`src/rtl/rlnc_pkg.sv`:
```
package rlnc_pkg;

  typedef enum logic [2:0] {
    M_IDLE   = 3'd0,
    M_DRAW   = 3'd1,
    M_CODED  = 3'd2,
    M_FLUSH  = 3'd3,
    M_PASS_A = 3'd4,
    M_PASS_B = 3'd5
  } mode_e;

  localparam int unsigned LFSR_W = 16;

  // Maximal-length Fibonacci step, taps 16,14,13,11 (1-based)
  function automatic logic [LFSR_W-1:0] lfsr_next(input logic [LFSR_W-1:0] s);
    return {s[LFSR_W-2:0], s[15] ^ s[13] ^ s[12] ^ s[10]};
  endfunction

endpackage

```
`src/rtl/rlnc_coef_gen.sv`:
```
module rlnc_coef_gen
  import rlnc_pkg::*;
#(
  parameter int unsigned       COEF_W = 8,
  parameter logic [LFSR_W-1:0] SEED   = 16'hACE1
) (
  input  logic              clk,
  input  logic              rst_n,
  input  logic              draw,
  output logic [COEF_W-1:0] coef_a,
  output logic [COEF_W-1:0] coef_b
);

  logic [LFSR_W-1:0] lfsr_q, lfsr_d, step1, step2;
  logic [COEF_W-1:0] ca_q, ca_d, cb_q, cb_d;

  function automatic logic [COEF_W-1:0] nonzero(input logic [LFSR_W-1:0] s);
    logic [COEF_W-1:0] v;
    v = s[COEF_W-1:0];
    return (v == '0) ? COEF_W'(1) : v;
  endfunction

  always_comb begin
    step1  = lfsr_next(lfsr_q);
    step2  = lfsr_next(step1);
    lfsr_d = lfsr_q;
    ca_d   = ca_q;
    cb_d   = cb_q;
    if (draw) begin
      lfsr_d = step2;
      ca_d   = nonzero(step1);
      cb_d   = nonzero(step2);
    end
  end

  always_ff @(posedge clk or negedge rst_n) begin
    if (!rst_n) begin
      lfsr_q <= SEED;
      ca_q   <= '0;
      cb_q   <= '0;
    end else if (draw) begin
      lfsr_q <= lfsr_d;
      ca_q   <= ca_d;
      cb_q   <= cb_d;
    end
  end

  assign coef_a = ca_q;
  assign coef_b = cb_q;

endmodule

```
`src/rtl/rlnc_mac.sv`:
```
module rlnc_mac #(
  parameter int unsigned DATA_W = 64,
  parameter int unsigned COEF_W = 8,
  parameter int unsigned LANES  = 2,
  localparam int unsigned PROD_W = DATA_W + COEF_W
) (
  input  logic                         clk,
  input  logic                         rst_n,
  input  logic                         load,
  input  logic                         load_last,
  input  logic [LANES-1:0][DATA_W-1:0] lane_data,
  input  logic [LANES-1:0][COEF_W-1:0] lane_coef,
  input  logic                         take,
  output logic                         can_load,
  output logic                         res_valid,
  output logic [PROD_W-1:0]            res_word,
  output logic                         res_last
);

  logic [LANES-1:0][PROD_W-1:0] prod;
  logic [PROD_W-1:0]            sum;
  logic                         valid_q, valid_d, last_q, last_d;
  logic [PROD_W-1:0]            word_q, word_d;

  for (genvar g = 0; g < LANES; g++) begin : g_lane
    assign prod[g] = PROD_W'(lane_data[g]) * PROD_W'(lane_coef[g]);
  end

  always_comb begin
    sum = '0;
    for (int i = 0; i < LANES; i++) sum = sum + prod[i];
  end

  always_comb begin
    valid_d = valid_q;
    word_d  = word_q;
    last_d  = last_q;
    if (load) begin
      valid_d = 1'b1;
      word_d  = sum;
      last_d  = load_last;
    end else if (take) begin
      valid_d = 1'b0;
    end
  end

  always_ff @(posedge clk or negedge rst_n) begin
    if (!rst_n) begin
      valid_q <= 1'b0;
      word_q  <= '0;
      last_q  <= 1'b0;
    end else begin
      valid_q <= valid_d;
      if (load) begin
        word_q <= word_d;
        last_q <= last_d;
      end
    end
  end

  assign can_load  = !valid_q || take;
  assign res_valid = valid_q;
  assign res_word  = word_q;
  assign res_last  = last_q;

endmodule

```
`src/rtl/rlnc_repack.sv`:
```
module rlnc_repack #(
  parameter int unsigned IN_W  = 72,
  parameter int unsigned OUT_W = 64,
  localparam int unsigned ACC_W = IN_W + OUT_W,
  localparam int unsigned CNT_W = $clog2(ACC_W + 1)
) (
  input  logic             clk,
  input  logic             rst_n,
  input  logic             in_valid,
  input  logic [IN_W-1:0]  in_word,
  input  logic             in_last,
  output logic             in_ready,
  input  logic             emit_en,
  output logic             emit,
  output logic [OUT_W-1:0] emit_word,
  output logic             emit_last,
  output logic             busy
);

  localparam logic [CNT_W-1:0] OUT_CNT = CNT_W'(OUT_W);
  localparam logic [CNT_W-1:0] IN_CNT  = CNT_W'(IN_W);

  logic [ACC_W-1:0] acc_q, acc_d, acc_e;
  logic [CNT_W-1:0] cnt_q, cnt_d, cnt_e;
  logic             pend_q, pend_d;
  logic             accept;

  always_comb begin
    emit      = emit_en && ((cnt_q >= OUT_CNT) || (pend_q && cnt_q != '0));
    emit_last = pend_q && (cnt_q <= OUT_CNT);
    emit_word = acc_q[OUT_W-1:0];
    acc_e     = acc_q;
    cnt_e     = cnt_q;
    if (emit) begin
      acc_e = acc_q >> OUT_W;
      cnt_e = (cnt_q >= OUT_CNT) ? (cnt_q - OUT_CNT) : '0;
    end
    in_ready = !pend_q && (cnt_e < OUT_CNT);
    accept   = in_valid && in_ready;
    acc_d    = acc_e;
    cnt_d    = cnt_e;
    pend_d   = pend_q;
    if (accept) begin
      acc_d = acc_e | (ACC_W'(in_word) << cnt_e);
      cnt_d = cnt_e + IN_CNT;
      if (in_last) pend_d = 1'b1;
    end else if (emit && emit_last) begin
      pend_d = 1'b0;
    end
  end

  always_ff @(posedge clk or negedge rst_n) begin
    if (!rst_n) begin
      acc_q  <= '0;
      cnt_q  <= '0;
      pend_q <= 1'b0;
    end else begin
      acc_q  <= acc_d;
      cnt_q  <= cnt_d;
      pend_q <= pend_d;
    end
  end

  assign busy = pend_q || (cnt_q != '0);

endmodule

```
`src/rtl/rlnc_coder.sv`:
```
module rlnc_coder
  import rlnc_pkg::*;
#(
  parameter int unsigned       DATA_W    = 64,
  parameter int unsigned       CTRL_W    = 8,
  parameter int unsigned       COEF_W    = 8,
  parameter logic [LFSR_W-1:0] LFSR_SEED = 16'hACE1,
  localparam int unsigned PROD_W = DATA_W + COEF_W,
  localparam int unsigned WORD_W = CTRL_W + 1 + DATA_W
) (
  input  logic              clk,
  input  logic              rst_n,
  input  logic [DATA_W-1:0] a_data,
  input  logic [CTRL_W-1:0] a_ctrl,
  input  logic              a_empty,
  output logic              a_rd_en,
  input  logic [DATA_W-1:0] b_data,
  input  logic [CTRL_W-1:0] b_ctrl,
  input  logic              b_empty,
  output logic              b_rd_en,
  input  logic              out_ready,
  output logic              out_wr_en,
  output logic [WORD_W-1:0] out_word,
  output logic [COEF_W-1:0] coef_a,
  output logic [COEF_W-1:0] coef_b,
  output logic [2:0]        mode
);

  localparam logic [CTRL_W-1:0] END_MARK = CTRL_W'(1);

  mode_e state_q, state_d;

  logic              both_avail, pair_final;
  logic              coded_rd, pass_rd_a, pass_rd_b, draw;
  logic              mac_can_load, mac_valid, mac_last;
  logic [PROD_W-1:0] mac_word;
  logic              rp_ready, rp_emit, rp_last, rp_busy;
  logic [DATA_W-1:0] rp_word;
  logic [WORD_W-1:0] out_q, out_d;
  logic              wr_q, wr_d;

  // ---------------- mode sequencing
  always_comb begin
    both_avail = !a_empty && !b_empty;
    pair_final = (a_ctrl != '0) && (b_ctrl != '0);
    coded_rd   = (state_q == M_CODED) && both_avail && mac_can_load;
    pass_rd_a  = (state_q == M_PASS_A) && !a_empty && out_ready;
    pass_rd_b  = (state_q == M_PASS_B) && !b_empty && out_ready;
    draw       = (state_q == M_DRAW);
  end

  always_comb begin
    state_d = state_q;
    unique case (state_q)
      M_IDLE: begin
        if (both_avail)    state_d = M_DRAW;
        else if (!a_empty) state_d = M_PASS_A;
        else if (!b_empty) state_d = M_PASS_B;
      end
      M_DRAW:   state_d = M_CODED;
      M_CODED:  if (coded_rd && pair_final) state_d = M_FLUSH;
      M_FLUSH:  if (!mac_valid && !rp_busy) state_d = M_IDLE;
      M_PASS_A: if (pass_rd_a && a_ctrl != '0) state_d = M_IDLE;
      M_PASS_B: if (pass_rd_b && b_ctrl != '0) state_d = M_IDLE;
      default:  state_d = M_IDLE;
    endcase
  end

  always_ff @(posedge clk or negedge rst_n) begin
    if (!rst_n) state_q <= M_IDLE;
    else        state_q <= state_d;
  end

  assign a_rd_en = coded_rd || pass_rd_a;
  assign b_rd_en = coded_rd || pass_rd_b;
  assign mode    = state_q;

  // ---------------- coefficient source
  rlnc_coef_gen #(
    .COEF_W (COEF_W),
    .SEED   (LFSR_SEED)
  ) u_coef (
    .clk    (clk),
    .rst_n  (rst_n),
    .draw   (draw),
    .coef_a (coef_a),
    .coef_b (coef_b)
  );

  // ---------------- multiply-accumulate stage
  rlnc_mac #(
    .DATA_W (DATA_W),
    .COEF_W (COEF_W),
    .LANES  (2)
  ) u_mac (
    .clk       (clk),
    .rst_n     (rst_n),
    .load      (coded_rd),
    .load_last (pair_final),
    .lane_data ({b_data, a_data}),
    .lane_coef ({coef_b, coef_a}),
    .take      (rp_ready),
    .can_load  (mac_can_load),
    .res_valid (mac_valid),
    .res_word  (mac_word),
    .res_last  (mac_last)
  );

  // ---------------- width conversion
  rlnc_repack #(
    .IN_W  (PROD_W),
    .OUT_W (DATA_W)
  ) u_repack (
    .clk       (clk),
    .rst_n     (rst_n),
    .in_valid  (mac_valid),
    .in_word   (mac_word),
    .in_last   (mac_last),
    .in_ready  (rp_ready),
    .emit_en   (out_ready),
    .emit      (rp_emit),
    .emit_word (rp_word),
    .emit_last (rp_last),
    .busy      (rp_busy)
  );

  // ---------------- output register
  always_comb begin
    out_d = out_q;
    wr_d  = 1'b0;
    if (rp_emit) begin
      wr_d  = 1'b1;
      out_d = {(rp_last ? END_MARK : '0), 1'b1, rp_word};
    end else if (pass_rd_a) begin
      wr_d  = 1'b1;
      out_d = {a_ctrl, 1'b0, a_data};
    end else if (pass_rd_b) begin
      wr_d  = 1'b1;
      out_d = {b_ctrl, 1'b0, b_data};
    end
  end

  always_ff @(posedge clk or negedge rst_n) begin
    if (!rst_n) begin
      out_q <= '0;
      wr_q  <= 1'b0;
    end else begin
      wr_q <= wr_d;
      if (wr_d) out_q <= out_d;
    end
  end

  assign out_wr_en = wr_q;
  assign out_word  = out_q;

endmodule

```
`config.mk`:
```
export PLATFORM = sky130hd
export DESIGN_NAME = rlnc_coder
export DESIGN_NICKNAME = d
export VERILOG_FILES = /design/src/rtl/rlnc_pkg.sv /design/src/rtl/rlnc_coef_gen.sv /design/src/rtl/rlnc_mac.sv /design/src/rtl/rlnc_repack.sv /design/src/rtl/rlnc_coder.sv
export SDC_FILE = /design/constraint.sdc
export NUM_CORES = 2
export LEC_CHECK = 0
export ABC_AREA = 1
export BUFFER_PORTS_ARGS = -buffer_cell sky130_fd_sc_hd__buf_2
export CORE_ASPECT_RATIO = 0.9
export CORE_MARGIN = 8
export CORE_UTILIZATION = 25
export CTS_CLUSTER_DIAMETER = 80
export DETAILED_ROUTE_END_ITERATION = 10
export PLACE_DENSITY_LB_ADDON = 0.05
export RECOVER_POWER = 50
export SYNTH_ARGS = -nofsm -noshare
export SYNTH_HDL_FRONTEND = slang
export SYNTH_SLANG_ARGS = --single-unit
```
`constraint.sdc`:
```
create_clock -name clk -period 7 [get_ports clk]
set_clock_uncertainty 0.1 [all_clocks]
set_input_delay 0.7 -clock clk [delete_from_list [all_inputs] [get_ports clk]]
set_output_delay 0.7 -clock clk [all_outputs]
set_load 0.05 [all_outputs]
```
==> results by group <==
Status
  • Outcome: finished, violations left
  • Failing checks: capacitance limit, slew limit

Floorplan
  • Die width: 499 um
  • FP Rows: 159
  • Die Span Y: 451 um
  • Initial Utilization: 25.1%
  • # IOs: 244
  • Die area: 225,000 um2
  • Core box area: 209,000 um2

Timing
  • Fmax: 145 MHz
  • Final Slew Violations: 80
  • Slew @ Worst Pin: 5.23 ns
  • Final Hold Vio Count: 0
  • RSZ-0062 raised after global routing: true
  • Final setup viols: 0
  • Fin crit share: 98.4%
  • Max transition margin: -248%
  • Tmin final: 6.89 ns

Layout
  • Most frequent cells in the layout: 1,940 x nand2_1, 1,529 x inv_1, 912 x nand3_1, 880 x fa_1, 303 x dfrtp_1
  • Final std cells w/o fill: 10,100
  • Area Overhead vs Synth: 14.5%
  • Leading cell type in the layout, fill and taps excluded: nand2_1
  • Final design area excluding fillers: 60,100 um2
  • Finished Core Util: 28.8%
  • Fill cells: 23,200
  • Nets: 8,494
  • Layout cells sized above 1: 9.95%

Setup path
  • Worst path slowest cell: dfrtp_4
  • Crit path top cell by count: fa_1
  • Crit Path Class: register to register
  • R2R Path Start: u_coef.coef_a[4]
  • FF-to-FF setup slack: 0.11 ns
  • CP Capture Point: u_mac.res_word[30]
  • CP Max Fanout: 11
  • Crit end category: register
  • Reg2reg end: u_mac.res_word[30]
  • Crit. Startpoint: u_coef.coef_a[4]
  • Critical path required time: 7.41 ns
  • Worst Setup Start Kind: register
  • Critical Path AT: 7.29 ns
  • Critical-path cell list: buf_12 -> buf_4 -> nand2_1 -> inv_1 -> fa_1 -> fa_1 -> inv_1 -> fa_1 -> inv_1 -> fa_1 -> fa_1 -> inv_1 -> fa_1 -> inv_1 -> ha_1 -> a21oi_1 -> o21ai_0 -> buf_4 -> a21oi_1 -> o211ai_1 -> buf_4 -> xnor2_2 -> buf_4 -> o21ai_0
  • R2R cell count: 24
  • CP max stage delay: 0.64 ns

Synthesis
  • Mapped Area: 52,500 um2
  • Post-synth EDFFs: 0
  • Synth warnings: 0
  • Yosys cell types: 47
  • Sequential-to-total area share from yosys stat: 15.7%
  • Mapped Cells: 7,168
  • Dominant synthesized flop cell: dfrtp_1
  • Flops & latches, synth: 328
  • Share of synthesized registers carrying an async set or reset: 100%
  • Syn nets: 8,317
  • Syn avg cell area: 7.32 um2

CTS
  • Clock latency on the worst-skew pair: 0.66 ns
  • Clock transition at the registers of the reported paths: 0.06 ns
  • Clock buffer depth: 3
  • CTS sink count: 328
  • H-tree Lvls: 2
  • CTS tree: done
  • Root Driver: clkbuf_16
  • CTS Buf Count: 50

Route
  • DR WL/cell: 25.4 um
  • Initial DRC count: 3,875
  • Via density per instance: 4.73
  • Vias post-DR: 47,900
  • Routed Wire Length: 257 mm
  • DRC violations left: 0
  • DRT antenna net count: 0
  • First drt pass iteration count: 6

Placement
  • Placed Cells: 10,000
  • Post-DP HPWL: 212 mm
  • IO buf count: 243
  • Routability cong.: 0.937
  • Post-Place Cell Area: 58,100 um2

Global route
  • Overall Global Routing Usage: 22.4%
  • Vias in the first global route: 50,800
  • Largest net degree at the start of global routing: 122
  • First-pass GRT wire length: 374 mm
  • Initial antenna violation count: 20
  • GRT overflow: 0

Min path
  • Hold Crit Class: primary input to register

Flow run
  • # Max-Cap Violations: 1
[Yosys cell counts, types with 9 or more instances]
library cell,count,area share [%]
or2_2,74,0.88
buf_2,43,0.41
fa_1,880,34
ha_1,120,2.9
a31oi_1,12,0.14
clkbuf_1,285,2.0
buf_1,106,0.76
o21ai_1,14,0.13
o2111ai_1,64,1.1
xnor2_1,23,0.38
nand2_1,1944,14
o221ai_1,9,0.15
nor3_1,18,0.17
a21oi_1,141,1.3
nand4_1,31,0.37
o211ai_1,93,1.3
inv_2,18,0.13
inv_1,1528,11
nor2_1,215,1.5
o21bai_1,9,0.13
o21ai_0,208,2.0
dfrtp_1,320,15
nand3_1,916,8.7
xor2_1,14,0.23
buf_4,11,0.16
[flip-flops by register name, summed over array words and instances (netlist names), 3 cells and up]
signal,cells
u_mac.res_word,72
u_repack.acc_q,136
out_word,73
u_coef.coef_a,8
u_repack.cnt_q,8
mode,3
u_coef.coef_b,8
u_coef.lfsr_q,16
[how the worst min path moves through the flow]
stage,start,endpoint,slack (ns),cells past startpoint
final,a_ctrl[5],out_word[70],0.26,3
after global routing,a_ctrl[7],out_word[72],0.25,3
after CTS,a_ctrl[5],out_word[70],0.22,3
after detailed placement,u_repack.acc_q[100],u_repack.acc_q[100],0.36,2
after global placement,out_word[64],out_word[64],0.36,2
after floorplan,rst_n,mode[0],0.30,0
[layer usage]
layer,GRT usage [%],vias to the layer above,wire (um)
met5,0,-,27
met3,1.90,205,9180
li1,-,22000,-
met1,31.6,24600,120000
met2,37.1,1065,119000
met4,5.97,4,8640
[critical path: cells and delay by family (launching register included)]
kind	cells	cell delay [ns]
buffers and inverters	10	1.25
adder cells (fa/ha/maj)	7	3.28
XOR/XNOR	1	0.25
flip-flops	1	0.64
AND/OR/NAND/NOR	1	0.06
AO/OA/AOI/OAI	5	1.18
[through the flow]
stage	hold slack, ns	setup WS (ns)	setup TNS [ns]
2_1_floorplan	0.304	0.607	0
3_3_place_gp	0.358	-0.296	-0.759
3_5_place_dp	0.360	-0.231	-0.403
4_1_cts	0.221	0.000898	0
5_1_grt	0.245	-0.108	-1.04
6_report	0.264	0.112	0
[logic make-up after synthesis]
logic type,after synthesis,synth area share (%)
buffers and inverters,1995,14.5
AND/OR/NAND/NOR,3226,26.0
multiplexers,5,0.0954
flip-flops,328,15.7
AO/OA/AOI/OAI,577,6.68
XOR/XNOR,37,0.618
adder cells (fa/ha/maj),1000,36.4
[repair_timing]
item / 4_1_cts / 5_1_grt
endpoints found under the setup margin: 6 / 42
buffers inserted: 2 / 11
hold buffers: 1 / 0
pin swaps: 0 / 5
endpoints found under the hold margin: 34 / 0
cloned: 0 / 1
gates resized for setup: 1 / 42
[area by class of cell]
| cell class | instances | area (um2) | area share, % |
|---|---|---|---|
| timing repair buffer | 572 | 4030 | 6.70 |
| antenna | 8 | 20.0 | 0.0333 |
| clock buffer | 69 | 1400 | 2.33 |
| clock inverter | 22 | 319 | 0.531 |
| multi-input combinational | 4845 | 36800 | 61.2 |
| inverter | 1548 | 5810 | 9.67 |
| tap | 2737 | 3420 | 5.70 |
| sequential | 328 | 8280 | 13.8 |
Power is left out: the tool's default activity adds up to more than one toggle a clock period on the data nets, which glitch-free logic cannot reach.
